===== config.mk =====
export PLATFORM = sky130hd
export DESIGN_NAME = adc_code_formatter
export DESIGN_NICKNAME = d
export VERILOG_FILES = /design/src/rtl/adcfmt_pkg.sv /design/src/rtl/adcfmt_cfg_reg.sv /design/src/rtl/adcfmt_coder.sv /design/src/rtl/adcfmt_out_reg.sv /design/src/rtl/adc_code_formatter.sv
export SDC_FILE = /design/constraint.sdc
export NUM_CORES = 1
export LEC_CHECK = 0
export BUFFER_PORTS_ARGS = -buffer_cell sky130_fd_sc_hd__buf_4
export CORE_MARGIN = 10
export CORE_UTILIZATION = 44
export DETAILED_ROUTE_END_ITERATION = 10
export MAX_ROUTING_LAYER = met4
export PLACE_DENSITY = 0.78
export REMOVE_ABC_BUFFERS = 1
export SETUP_SLACK_MARGIN = 0.5
export SLEW_MARGIN = 20
export SYNTH_ARGS = -nofsm -noshare
export SYNTH_HDL_FRONTEND = slang
export SYNTH_SLANG_ARGS = --single-unit
export TNS_END_PERCENT = 20

===== constraint.sdc =====
create_clock -name clk -period 1.6 [get_ports clk]
set_input_delay 0.16 -clock clk [delete_from_list [all_inputs] [get_ports clk]]
set_output_delay 0.16 -clock clk [all_outputs]
set_load 0.05 [all_outputs]

===== src/rtl/adcfmt_pkg.sv =====
// Package: shared mode type and reset value for the result code formatter.
// Assumes single-bit fields; field order inside the struct is internal only.
package adcfmt_pkg;

    typedef struct packed {
        logic single;   // 1 = ground-referenced channel
        logic bipolar;  // 1 = two's-complement coding requested
        logic chan;     // channel select
    } fmt_mode_t;

    localparam fmt_mode_t MODE_RESET = '{single: 1'b1, bipolar: 1'b0, chan: 1'b0};

endpackage


===== src/rtl/adcfmt_cfg_reg.sv =====
// Module: holds the mode word written by the control port and resolves the
// effective mode (a ground-referenced channel forces straight-binary coding).
// Assumes the write strobe is a single-clock pulse in this clock domain.
module adcfmt_cfg_reg
    import adcfmt_pkg::*;
(
    input  logic      clk,
    input  logic      rst_n,
    input  logic      wr,
    input  fmt_mode_t wr_mode,
    output fmt_mode_t eff_mode
);

    fmt_mode_t stored_q;

    // Capture a new mode word on the write strobe.
    always_ff @(posedge clk) begin
        if (!rst_n) begin
            stored_q <= MODE_RESET;
        end else if (wr) begin
            stored_q <= wr_mode;
        end
    end

    // Resolve the coding actually applied; the stored coding bit is kept.
    always_comb begin
        eff_mode         = stored_q;
        eff_mode.bipolar = stored_q.bipolar & ~stored_q.single;
    end

endmodule


===== src/rtl/adcfmt_coder.sv =====
// Module: combinational range scaling, clamping and code formatting.
// Assumes IN_W <= 31 and OUT_W >= 2; +((1<<OUT_W)-1) is the full reference.
module adcfmt_coder #(
    parameter int IN_W  = 11,
    parameter int OUT_W = 10
) (
    input  logic signed [IN_W-1:0]  diff,
    input  logic                    bipolar,
    output logic        [OUT_W-1:0] code
);

    localparam int EXT_W = 32;
    localparam int UMAX  = (1 << OUT_W) - 1;
    localparam int BMAX  = (1 << (OUT_W - 1)) - 1;
    localparam int BMIN  = -(1 << (OUT_W - 1));

    logic signed [EXT_W-1:0] dx;
    logic signed [EXT_W-1:0] half;
    logic        [OUT_W-1:0] uni_code;
    logic        [OUT_W-1:0] bip_code;

    assign dx   = {{(EXT_W - IN_W){diff[IN_W-1]}}, diff};
    assign half = dx >>> 1;

    // Straight binary: clamp negatives to zero, saturate at the top code.
    always_comb begin
        if (dx < 0) begin
            uni_code = '0;
        end else if (dx > UMAX) begin
            uni_code = UMAX[OUT_W-1:0];
        end else begin
            uni_code = dx[OUT_W-1:0];
        end
    end

    // Two's complement: halve the span, then saturate to the signed range.
    always_comb begin
        if (half > BMAX) begin
            bip_code = BMAX[OUT_W-1:0];
        end else if (half < BMIN) begin
            bip_code = BMIN[OUT_W-1:0];
        end else begin
            bip_code = half[OUT_W-1:0];
        end
    end

    // Pick the coding chosen by the effective mode.
    assign code = bipolar ? bip_code : uni_code;

endmodule


===== src/rtl/adcfmt_out_reg.sv =====
// Module: result register; loads code and mode tag on each accepted sample
// and holds them otherwise. The valid flag follows the sample strobe by one clock.
module adcfmt_out_reg
    import adcfmt_pkg::*;
#(
    parameter int OUT_W = 10
) (
    input  logic             clk,
    input  logic             rst_n,
    input  logic             load,
    input  logic [OUT_W-1:0] code_in,
    input  fmt_mode_t        mode_in,
    output logic             valid_q,
    output logic [OUT_W-1:0] code_q,
    output fmt_mode_t        mode_q
);

    // Register the result word, its mode tag and the valid flag.
    always_ff @(posedge clk) begin
        if (!rst_n) begin
            valid_q <= 1'b0;
            code_q  <= '0;
            mode_q  <= MODE_RESET;
        end else begin
            valid_q <= load;
            if (load) begin
                code_q <= code_in;
                mode_q <= mode_in;
            end
        end
    end

endmodule


===== src/rtl/adc_code_formatter.sv =====
// Module: top of the result code formatter. A sample is coded with the mode
// held in the clock it arrives; a write in that same clock applies to later samples.
module adc_code_formatter
    import adcfmt_pkg::*;
#(
    parameter int IN_W  = 11,
    parameter int OUT_W = 10
) (
    input  logic                    clk,
    input  logic                    rst_n,
    input  logic                    cfg_wr,
    input  logic                    cfg_single,
    input  logic                    cfg_bipolar,
    input  logic                    cfg_chan,
    input  logic                    smp_valid,
    input  logic signed [IN_W-1:0]  smp_diff,
    output logic                    res_valid,
    output logic        [OUT_W-1:0] res_code,
    output logic                    res_single,
    output logic                    res_bipolar,
    output logic                    res_chan
);

    fmt_mode_t        wr_mode;
    fmt_mode_t        eff_mode;
    fmt_mode_t        res_mode;
    logic [OUT_W-1:0] next_code;

    // Gather the write data into the mode type.
    always_comb begin
        wr_mode.single  = cfg_single;
        wr_mode.bipolar = cfg_bipolar;
        wr_mode.chan    = cfg_chan;
    end

    adcfmt_cfg_reg u_cfg (
        .clk      (clk),
        .rst_n    (rst_n),
        .wr       (cfg_wr),
        .wr_mode  (wr_mode),
        .eff_mode (eff_mode)
    );

    adcfmt_coder #(
        .IN_W  (IN_W),
        .OUT_W (OUT_W)
    ) u_coder (
        .diff    (smp_diff),
        .bipolar (eff_mode.bipolar),
        .code    (next_code)
    );

    adcfmt_out_reg #(
        .OUT_W (OUT_W)
    ) u_out (
        .clk     (clk),
        .rst_n   (rst_n),
        .load    (smp_valid),
        .code_in (next_code),
        .mode_in (eff_mode),
        .valid_q (res_valid),
        .code_q  (res_code),
        .mode_q  (res_mode)
    );

    assign res_single  = res_mode.single;
    assign res_bipolar = res_mode.bipolar;
    assign res_chan    = res_mode.chan;

endmodule


# [Word level (Yosys, flattened, before mapping)]
# Cells that the tools add are included.
[op_classes] addsub=0 mul=0 div=0 magnitude_cmp=4 eq_ne=0 shift=0 n_mux=5 bitwise=2 n_reduce_logical=0
[op_table] cell="10-bit 2-to-1 mux" count=5
[op_table] cell="11-bit > comparator, second input constant" count=1
[op_table] cell="11-bit by 1-bit less-than comparator with 1-bit output, second input constant" count=1
[op_table] cell="10-bit > comparator, second input constant" count=1
[op_table] cell="10-bit less-than comparator, second input constant" count=1
[op_table] cell="1-bit AND" count=1
[op_table] cell="1-bit NOT" count=1
[totals] register_bits=17 latchBits=0 ram_bits=0 romBits=0 input_bits=18 mem_count=0

# [Logic depth before layout (Yosys ltp)]
[depth] ltp_word=4 depth_mapped=5

# [Cells and area by module]
# A second synthesis with hierarchy kept.
[unflattened] cells_unflattened=89 hier_area_um2=878.3
[modules_own_cells] mod="adcfmt_out_reg" n_inst=1 cells_each=44 area_per_inst_um2=531.8 seq_area_each_um2=280.3
[modules_own_cells] mod="adcfmt_coder" n_inst=1 cells_each=33 area_per_inst_um2=219.0 seq_area_each_um2=0.0
[modules_own_cells] mod="adcfmt_cfg_reg" n_inst=1 cells_each=12 area_per_inst_um2=127.6 seq_area_each_um2=60.1

# [Worst setup path after synthesis]
# No wires, ideal clock.
[synth_path] path_type="register to register" start="register u_cfg.stored_q[1] (netlist bit)" end="register u_out.code_q[1]" setup_time_ns=0.074 t_arrival_ns=1.031 setup_slack_ns=0.495 path_stages_with_launch=5 n_path_buf=1 path_cell_list="dfxtp_1 > nor2b_2 > buf_6 > or3b_1 > a31oi_1"
[synth_via] elab_chain_len=2
[synth_rtl] item="start: declaration" line="adcfmt_cfg_reg.sv:14" rtl="fmt_mode_t stored_q;"
[synth_rtl] item="start signal: assignment" line="adcfmt_cfg_reg.sv:21" rtl="stored_q <= wr_mode;"
[synth_rtl] item="1-bit AND" line="adcfmt_cfg_reg.sv:28" rtl="eff_mode.bipolar = stored_q.bipolar & ~stored_q.single;"
[synth_rtl] item="10-bit 2-to-1 mux" line="adcfmt_coder.sv:48" rtl="assign code = bipolar ? bip_code : uni_code;"
[synth_rtl] item="end signal: assignment" line="adcfmt_out_reg.sv:27" rtl="code_q <= code_in;"
[synth_rtl] item="end: declaration" line="adcfmt_out_reg.sv:14" rtl="output logic [OUT_W-1:0] code_q,"
# No other way between the ends.
# A chain may end at the register's enable or synchronous reset.

# [Final worst setup path]
[layout_path] start="register u_cfg.stored_q[1] (netlist bit)" end="register u_out.code_q[7]"
# Same word-level chain as after synthesis.

==> flow_summary.yaml <==
power:
  p_leak_uw: 0.000445
  p_sw_uw: 260
  p_sw_share_pct: 29.2
  power_density_nw_per_um2: 868
  intPower_uw: 631
  p_clk_share_pct: 24.8
  pwr-share-seq_pct: 51.6
  ir_drop_mv: 0.630
  pwr-share-comb_pct: 23.6
timing:
  slew_viol_final: 0
  min_period_over_period_pct: 74.4
  tightest_slew_ps: 342
  fmax_ghz: 0.840
  final.setup.tns_ps: 0
  finalCriticalPeriod_ps: 1190
  relSlewSlack_pct: 76.9
  finalSetupViolations: 0
  hold_ws_ps: 94.6
  timing_hold_violations_final: 0
  rsz0062_at_grt: "yes"
  clock_skew_ps: 1.94
yosys:
  synth.yosys.warnings: 0
  ys_seq_elements: 17
  yosysTopAreaCell: "dfxtp_1"
  synth_flop_cell: "dfxtp_1"
  yosys-top-cells-count: "dfxtp_1 (17), nand2_1 (12), a31oi_1 (10), o21ai_0 (10), or3b_1 (8)"
  syn_area_sq_um: 722
  syn_area_per_cell_sq_um: 9.26
  yosysTopAreaCellShare_pct: 47.1
  yosysMostFrequentCell: "dfxtp_1"
  synth_edf_count: 0
  synthTopCellsByArea: "dfxtp_1 (47%), or3b_1 (9.7%), a31oi_1 (8.7%), mux2i_1 (8.3%), o21ai_0 (6.9%)"
  synthCells: 78
  yosysUniqueCellTypes: 13
  yosysSeqAreaShare_pct: 47.1
  synth-async-reset-ratio_pct: 0
die:
  rows: 14
  die_area_sq_um: 3660
  ios: 32
  initial_core_util_pct: 47.4
  core_area_sq_um: 1520
  die_w_um: 60.5
  dieHeight_um: 60.5
clocking:
  cts-htree-levels: 1
  clk_latency_ps: 280
  clk_pin_slew_ps: 90
  cts_sinks: 17
  cts-buffers-inserted: 3
  cts_buffer_depth: 2
  cts-root-buf: "clkbuf_4"
  cts_tree: "built"
final_layout:
  multi_input_area_sq_um: 370
  register_area_sq_um: 343
  layout.nets: 129
  nFillCells: 139
  finish.instance_area_sq_um: 1030
  drive_gt1_share_pct: 40.0
  diodes: 0
  final_cells: 126
  syn_to_final_growth_pct: 42.3
global_routing:
  grt_pass1_wl_um: 3090
  grt-ovfl-total: 0
  grt_pass1_vias: 680
  grtUsageTotal_pct: 10.8
  antenna_found_initial: 0
  grt_max_degree: 25
placed_design:
  dp.cells: 119
  globalplace.congestion: 0.711
  placed_area_sq_um: 946
  io_buffers: 31
  place_hpwl_um: 1330
detailed_routing:
  antenna_left: 0
  drtIter0Drc: 2
  drcViolationCount: 0
  wl_per_cell_um: 15.1
  totalWireLength_um: 1910
  avgViaCountPerCell: 5.27
  firstDrtPassIters: 4
  vias: 664
setup_path:
  cp.required_ps: 1810
  cp_max_fo: 6
  cp-start-kind: "flop"
  worstSetupPathType: "reg2reg"
  end_kind: "flop"
  crit_arrival_ps: 1400
status:
  status: "completed"
flow_run:
  cap_violations: 0
worst_hold_path:
  min_path_type: "in2reg"
==> through the flow <==
stage	total power [uW]	utilization, %	setup WS (ps)
after detailed placement	670	62.1	294
after global routing	921	67.4	364
final	891	67.4	410
after floorplan	579	-	428
after global placement	666	62.1	335
after CTS	894	65.5	424
==> registers in the layout, summed over array words and instances (netlist names) <==
name / cells
u_cfg.eff_mode: 2
u_cfg.stored_q: 1
u_out.code_q: 10
u_out.mode_q: 3
u_out.valid_q: 1
==> critical path, stage by stage, from the launching register on <==
cell     delay, ps
dfxtp_2        330
nor2b_4        130
buf_6          120
or3b_1         360
a31oi_1        180
==> power groups by stage <==
stage	registers, uW	logic (uW)	clock network [uW]
floorplan	536	43.2	0
global placement	468	198	0
detailed placement	468	202	0
CTS	460	207	227
global route	464	226	232
finish	460	210	221
==> area by class of cell <==
type                            instances  area share [%]
Clock buffer                            4            2.56
Multi-Input combinational cell         54            36.1
Timing Repair Buffer                   35            26.1
Sequential cell                        17            33.4
Tap cell                               16            1.95
==> path summary, 6_finish.rpt <==
check,endpoint,cells past startpoint,startpoint,slack (ps)
setup / recovery,u_out.code_q[7],4,u_cfg.stored_q[1],410
hold / removal,u_cfg.eff_mode[2],3,cfg_single,90
setup reg to reg,u_out.code_q[7],4,u_cfg.stored_q[1],410
hold reg to reg,u_out.mode_q[2],2,u_out.mode_q[2],490
==> timing repair <==
item,CTS,global route
resized for setup,6,4
setup buffers,0,1
hold buffers,0,0
gates cloned,2,0
pin swaps,2,2
endpoints found under the setup margin,10,10
==> logic make-up after synthesis <==
kind of cell	Yosys count	share of synthesized area [%]
AO/OA/AOI/OAI	20	15.6
AND/OR/NAND/NOR	28	23.9
flip-flops	17	47.1
buffers and inverters	7	5.03
multiplexers	6	8.32
==> layout by cell type, fill, tap and decap left out, drive strengths merged <==
cell	Yosys	final
o21ai	10	10
or3b	10	10
mux2i	6	6
buf	3	35
dfxtp	17	17
and2	1	1
clkbuf	4	4
a31oi	10	10
nor2b	5	5
nand2	12	12
==> per-layer routing <==
layer / routed length [um] / vias to the layer above / track usage [%] / part of all wire [%]
li1: - / 339 / - / -
met1: 846 / 303 / 12.6 / 44
met4: 0 / 0 / 1.88 / 0
met5: 0 / - / - / 0
met2: 908 / 22 / 17.2 / 48
met3: 150 / 0 / 4.59 / 7.9
No activity file was read; power rests on OpenSTA's default activity.
